### src/rtl/mvd_pkg.sv
package mvd_pkg;
  typedef enum logic [1:0] {
    MODE_BROWSE = 2'd0,
    MODE_BUSY   = 2'd1,
    MODE_RESULT = 2'd2
  } mode_e;

  localparam logic [6:0] SEG_DASH = 7'h40;
endpackage

### src/rtl/mvd_addr_step.sv
module mvd_addr_step #(
  parameter int ADDR_W = 8
) (
  input  logic              clk_i,
  input  logic              rst_ni,
  input  logic              en_i,
  input  logic              up_i,
  input  logic              dn_i,
  output logic [ADDR_W-1:0] addr_o
);
  logic step;
  assign step = en_i & (up_i ^ dn_i);

  always_ff @(posedge clk_i or negedge rst_ni) begin
    if (!rst_ni)  addr_o <= '0;
    else if (step) addr_o <= up_i ? addr_o + 1'b1 : addr_o - 1'b1;
  end

  AST_ADDR_INC: assert property (@(posedge clk_i) disable iff (!rst_ni)
    (en_i && up_i && !dn_i) |=> addr_o == $past(addr_o) + 1'b1);
  AST_ADDR_DEC: assert property (@(posedge clk_i) disable iff (!rst_ni)
    (en_i && dn_i && !up_i) |=> addr_o == $past(addr_o) - 1'b1);
  AST_ADDR_HOLD: assert property (@(posedge clk_i) disable iff (!rst_ni)
    (!en_i || (up_i == dn_i)) |=> $stable(addr_o));
endmodule

### src/rtl/mvd_mode_fsm.sv
module mvd_mode_fsm
  import mvd_pkg::*;
(
  input  logic  clk_i,
  input  logic  rst_ni,
  input  logic  sort_start_i,
  input  logic  sort_done_i,
  input  logic  init_done_i,
  input  logic  exit_btn_i,
  output mode_e mode_o
);
  mode_e mode_d;

  always_comb begin
    mode_d = mode_o;
    if (init_done_i)                              mode_d = MODE_BROWSE;
    else if (sort_done_i && mode_o == MODE_BUSY)  mode_d = MODE_RESULT;
    else if (sort_start_i)                        mode_d = MODE_BUSY;
    else if (exit_btn_i && mode_o == MODE_RESULT) mode_d = MODE_BROWSE;
  end

  always_ff @(posedge clk_i or negedge rst_ni) begin
    if (!rst_ni) mode_o <= MODE_BROWSE;
    else         mode_o <= mode_d;
  end

  AST_INIT_BROWSE: assert property (@(posedge clk_i) disable iff (!rst_ni)
    init_done_i |=> mode_o == MODE_BROWSE);
  AST_START_BUSY: assert property (@(posedge clk_i) disable iff (!rst_ni)
    (sort_start_i && !init_done_i && !(sort_done_i && mode_o == MODE_BUSY))
    |=> mode_o == MODE_BUSY);
  AST_RESULT_EXIT: assert property (@(posedge clk_i) disable iff (!rst_ni)
    (mode_o == MODE_RESULT && exit_btn_i && !init_done_i && !sort_start_i)
    |=> mode_o == MODE_BROWSE);
  AST_RESULT_HOLD: assert property (@(posedge clk_i) disable iff (!rst_ni)
    (mode_o == MODE_RESULT && !exit_btn_i && !init_done_i && !sort_start_i)
    |=> mode_o == MODE_RESULT);
endmodule

### src/rtl/mvd_hex7.sv
module mvd_hex7
  import mvd_pkg::*;
(
  input  logic [3:0] nib_i,
  input  logic       dash_i,
  output logic [6:0] seg_o
);
  logic [6:0] code;

  always_comb begin
    unique case (nib_i)
      4'h0: code = 7'h3F;
      4'h1: code = 7'h06;
      4'h2: code = 7'h5B;
      4'h3: code = 7'h4F;
      4'h4: code = 7'h66;
      4'h5: code = 7'h6D;
      4'h6: code = 7'h7D;
      4'h7: code = 7'h07;
      4'h8: code = 7'h7F;
      4'h9: code = 7'h6F;
      4'hA: code = 7'h77;
      4'hB: code = 7'h7C;
      4'hC: code = 7'h39;
      4'hD: code = 7'h5E;
      4'hE: code = 7'h79;
      default: code = 7'h71;
    endcase
  end

  assign seg_o = dash_i ? SEG_DASH : code;
endmodule

### src/rtl/mvd_top.sv
module mvd_top
  import mvd_pkg::*;
#(
  parameter int ADDR_W = 8,
  parameter int DATA_W = 8,
  parameter int CNT_W  = 32,
  parameter int DIGITS = 4
) (
  input  logic                clk_i,
  input  logic                rst_ni,
  input  logic                btn_up_i,
  input  logic                btn_dn_i,
  input  logic                btn_lt_i,
  input  logic                btn_rt_i,
  input  logic                btn_sel_i,
  input  logic                sort_start_i,
  input  logic                sort_done_i,
  input  logic                init_done_i,
  input  logic                sw_half_i,
  input  logic                sw_src_i,
  input  logic [CNT_W-1:0]    sw_cnt_i,
  input  logic [CNT_W-1:0]    hw_cnt_i,
  output logic [ADDR_W-1:0]   mem_addr_o,
  input  logic [DATA_W-1:0]   mem_rdata_i,
  output logic [DIGITS*7-1:0] seg_o
);
  localparam int WORD_W = DIGITS * 4;
  localparam int HALF_W = CNT_W / 2;

  mode_e             mode;
  logic              exit_btn;
  logic [CNT_W-1:0]  cnt_sel;
  logic [WORD_W-1:0] word;
  logic              dash;

  // select is excluded: it must not leave result mode
  assign exit_btn = btn_up_i | btn_dn_i | btn_lt_i | btn_rt_i;

  mvd_mode_fsm u_fsm (
    .clk_i        (clk_i),
    .rst_ni       (rst_ni),
    .sort_start_i (sort_start_i),
    .sort_done_i  (sort_done_i),
    .init_done_i  (init_done_i),
    .exit_btn_i   (exit_btn),
    .mode_o       (mode)
  );

  mvd_addr_step #(.ADDR_W(ADDR_W)) u_addr (
    .clk_i  (clk_i),
    .rst_ni (rst_ni),
    .en_i   (mode == MODE_BROWSE),
    .up_i   (btn_up_i),
    .dn_i   (btn_dn_i),
    .addr_o (mem_addr_o)
  );

  assign cnt_sel = sw_src_i ? hw_cnt_i : sw_cnt_i;
  assign dash    = (mode == MODE_BUSY);

  always_comb begin
    word = '0;
    if (mode == MODE_RESULT)
      word = WORD_W'(sw_half_i ? cnt_sel[CNT_W-1:HALF_W] : cnt_sel[HALF_W-1:0]);
    else if (mode == MODE_BROWSE)
      word = WORD_W'({mem_addr_o, mem_rdata_i});
  end

  for (genvar d = 0; d < DIGITS; d++) begin : g_dig
    mvd_hex7 u_hex (
      .nib_i  (word[4*d +: 4]),
      .dash_i (dash),
      .seg_o  (seg_o[7*d +: 7])
    );
  end

  AST_DASH_ALL: assert property (@(posedge clk_i) disable iff (!rst_ni)
    (mode == MODE_BUSY) |-> seg_o == {DIGITS{SEG_DASH}});
endmodule

### config.mk
export PLATFORM = sky130hd
export DESIGN_NAME = mvd_top
export DESIGN_NICKNAME = d
export VERILOG_FILES = /design/src/rtl/mvd_pkg.sv /design/src/rtl/mvd_addr_step.sv /design/src/rtl/mvd_mode_fsm.sv /design/src/rtl/mvd_hex7.sv /design/src/rtl/mvd_top.sv
export SDC_FILE = /design/constraint.sdc
export NUM_CORES = 1
export LEC_CHECK = 0
export BUFFER_PORTS_ARGS = -buffer_cell sky130_fd_sc_hd__buf_4
export CORE_ASPECT_RATIO = 0.5
export CORE_UTILIZATION = 49
export DETAILED_ROUTE_END_ITERATION = 10
export PLACE_DENSITY = 0.83
export SYNTH_ARGS = -nofsm -noshare
export SYNTH_HDL_FRONTEND = slang
export SYNTH_SLANG_ARGS = --single-unit
### constraint.sdc
create_clock -name clk_i -period 2.2 [get_ports clk_i]
set_input_delay 0.11 -clock clk_i [delete_from_list [all_inputs] [get_ports clk_i]]
set_output_delay 0.11 -clock clk_i [all_outputs]
set_load 0.01 [all_outputs]
==> results by group <==
Timing
  • Clock period minus worst slack: 2.59 ns
  • Fmax: 386 MHz
  • Final Slew Violations: 0
  • Crit share post-route: 118%
  • Actual slew at the worst max-slew pin: 0.552 ns
  • Setup violations, final: 28
  • Final Hold Viols: 0
  • Slew margin rel.: 63.2%
  • Worst hold slack: 0.0505 ns
  • Final WS setup: -0.387 ns
  • RSZ-0062 raised after global routing: yes
  • Final clock skew: around 0.0087 ns

Setup path
  • CP peak stage delay: 0.44 ns
  • Slowest CP cell: dfrtp_1
  • Crit Path Category: register to primary output
  • Reg2reg path depth: 6
  • Reg-to-Reg Start: u_addr.addr_o[6]
  • FF-to-FF End: u_addr.addr_o[7]
  • Worst-path maximum fanout: 6
  • Worst Path Required: 2.09 ns
  • R2R Setup Slk: 0.10 ns
  • CP endpoint kind: primary output
  • Critical Path, Cell by Cell: or3b_4 > buf_6 > o22ai_4 > a21oi_4 > inv_2 > ha_2 > mux2i_1 > nor2_1 > a211oi_2 > buf_4
  • Critical Path Start Type: register
  • CP arrival: between 2 and 2.5 ns

Worst hold path
  • Worst min path class: input pin to register
  • Hold path endpoint: u_fsm.mode_o[1]
  • Hold-critical path depth: 2
  • Hold path startpoint: init_done_i

Place
  • Cell Area, Placed: ~3800 um^2
  • PortBufs: around 120
  • Gpl congestion: about 0.86
  • HPWL Detailed: ~6700 um

GRT
  • Vias in the first global route: 3158
  • Initial antenna violation count: 0
  • First-pass GRT wire length: 14600 um
  • Overflow after GRT: 0
  • GRT Overall Usage: 32.2%
  • Largest net degree at the start of global routing: 18

Clock network
  • Clk root buf: clkbuf_8
  • Clock transition at path regs: 0.04 ns
  • Num CTS Buffers: 3
  • CTS tree: yes
  • Later-pin clock latency in the skew report: 0.24 ns
  • Clock Path Buffers: 2
  • H-tree depth: 1
  • CTS Sinks: 10

Synthesis
  • Most common cell in the netlist: mux2i_1
  • Syn avg cell area: 8.62 um^2
  • Syn nets: 425
  • Ys Warns: 0
  • Post-synth top area share: around 15%
  • Synth Flop Type: dfrtp_1
  • Seq/Total Area, Yosys: 9.39%
  • Post-synth cell types: 64
  • Synthesized instance count: 309
  • Largest area contributor in the netlist: mux2i_1
  • Async set-reset flop share out of synthesis: 100%
  • Synthesized cell area: 2660 um^2
  • Synth top cells by count: mux2i_1, ha_1, nand2_1
  • Area contributors post-synth: mux2i_1, ha_1, dfrtp_1
  • Post-synth EDFFs: 0
  • Flops & latches, synth: 10

Final layout
  • Share of cells above drive strength 1: around 58%
  • ANT cells: 0
  • Layout area overhead: 66.1%
  • Nets: 592
  • Design Area, Final: 4430 um^2
  • Final Util: 87.3%

Route
  • Wirelength per Cell: approximately 22 um
  • Vias per Instance: ~6.4
  • Post-DRT Antenna Nets: 0
  • Routed vias: 3488
  • Routed wire length: between 10000 and 15000 um
  • DRT iter0 DRCs: 244
  • Drt pass-1 iters: 6
  • Residual DRC count: 0

Run
  • Max-Cap Viols: 0

Pwr
  • Worst ir drop on vdd: 0.798 mV
  • Leak: 2.12 nW
  • Pwr/cell area: 834 nW/um^2

Floorplanning
  • Rows: 18
  • Die width: around 110 um
  • Starting Density: 52.6%
  • Die Height: 54.1 um
  • Core Region: roughly 5100 um^2
  • Die area: 5750 um^2
  • Ports: 120

Outcome
  • Outcome: finished with violations
  • Failing checks: negative setup slack
## report_power, final
part           internal [mW]  leakage [nW]  switching [mW]  total, mW
registers              0.261         0.123           0.143      0.404
clock network          0.120        0.0216          0.0720      0.192
logic                   1.53          1.98            1.56       3.10
total                   1.92          2.12            1.78       3.69
## through the flow
step                      setup slack [ns]  total power, mW  setup TNS, ns  std cells
after global routing                -0.492             3.87          -8.47        544
after global placement             -0.0643             2.67         -0.169        520
after detailed placement            -0.112             2.79         -0.568        520
after floorplan                     0.0414             1.81              0        309
after CTS                           -0.199             3.21          -3.59        535
final                               -0.387             3.69          -6.87        544
## kinds of logic after synthesis
logic type | count (synthesis) | synth area share, %
multiplexers | 48 | 19.0
flip-flops | 10 | 9.39
AO/OA/AOI/OAI | 94 | 27.9
AND/OR/NAND/NOR | 83 | 17.9
adder cells (fa/ha/maj) | 32 | 15.3
XOR/XNOR | 5 | 1.64
buffers and inverters | 37 | 8.83
## how the worst max path moves through the flow
stage / startpoint / end / slack [ns] / cells after the start
finish: u_fsm.mode_o[1] / seg_o[26] / -0.39 / 10
global route: u_fsm.mode_o[1] / seg_o[8] / -0.49 / 9
CTS: u_fsm.mode_o[0] / seg_o[27] / -0.20 / 10
detailed placement: u_fsm.mode_o[1] / seg_o[24] / -0.11 / 8
global placement: u_fsm.mode_o[0] / seg_o[22] / -0.06 / 7
floorplan: u_fsm.mode_o[1] / seg_o[26] / 0.04 / 10
## placed cells by master (no fill, tap or decap), types with 3 or more instances in the layout
cell type	netlist	layout
o22ai_1	9	4
a21oi_2	7	7
a2111o_1	4	4
xor2_1	3	3
a211oi_2	1	5
a21oi_4	0	3
nor3_4	0	4
o22ai_4	0	3
a21oi_1	17	14
nand2_1	23	23
ha_1	31	14
ha_2	0	8
nor3_1	8	5
o22ai_2	2	4
mux2i_1	40	38
ha_4	0	9
o21ai_0	12	12
dfrtp_1	10	10
nor3b_1	4	3
nor2_4	2	3
a211oi_1	9	5
inv_1	18	11
mux2_2	6	5
inv_2	0	7
nor2_1	20	19
o31ai_1	9	9
buf_4	3	161
buf_6	11	17
clkbuf_8	0	3
## layout make-up
cell class | instances | area, um^2
Multi-Input combinational cell | 262 | 2530
Timing Repair Buffer | 181 | 1450
Fill cell | 240 | 642
Sequential cell | 10 | 250
Tap cell | 70 | 87.6
Inverter | 18 | 67.6
Clock buffer | 3 | 41.3
## worst max-delay path, delay by kind of cell, from the launching register on
kind                       cells  cell delay [ns]
AOI/OAI and AO/OA              3             0.51
buffers and inverters          3             0.45
DFF                            1             0.44
and+or+nand+nor                2             0.42
adders and majority gates      1             0.23
muxes                          1             0.18
## state kept, by name (all words and copies together), names as in the netlist
signal,flops
u_addr.addr_o,8
u_fsm.mode_o,2
## what timing repair did
action                                  in CTS  in global routing
endpoints found under the hold margin       10                  0
hold buffers                                 1                  0
pin swaps                                   14                 19
endpoints found under the setup margin      28                 28
resized for setup                           48                 41
buffers inserted                            11                  9
gates cloned                                 0                  0
## routing by layer
layer / wire [um] / share of wire (%) / global-route usage (%)
met5: 0 / 0 / 0
met1: 4280 / 37 / 35.9
met2: 5510 / 47 / 64.5
met3: 1170 / 10 / 3.87
met4: 750 / 6.4 / 13.4
(Power assumes the default switching activity.)
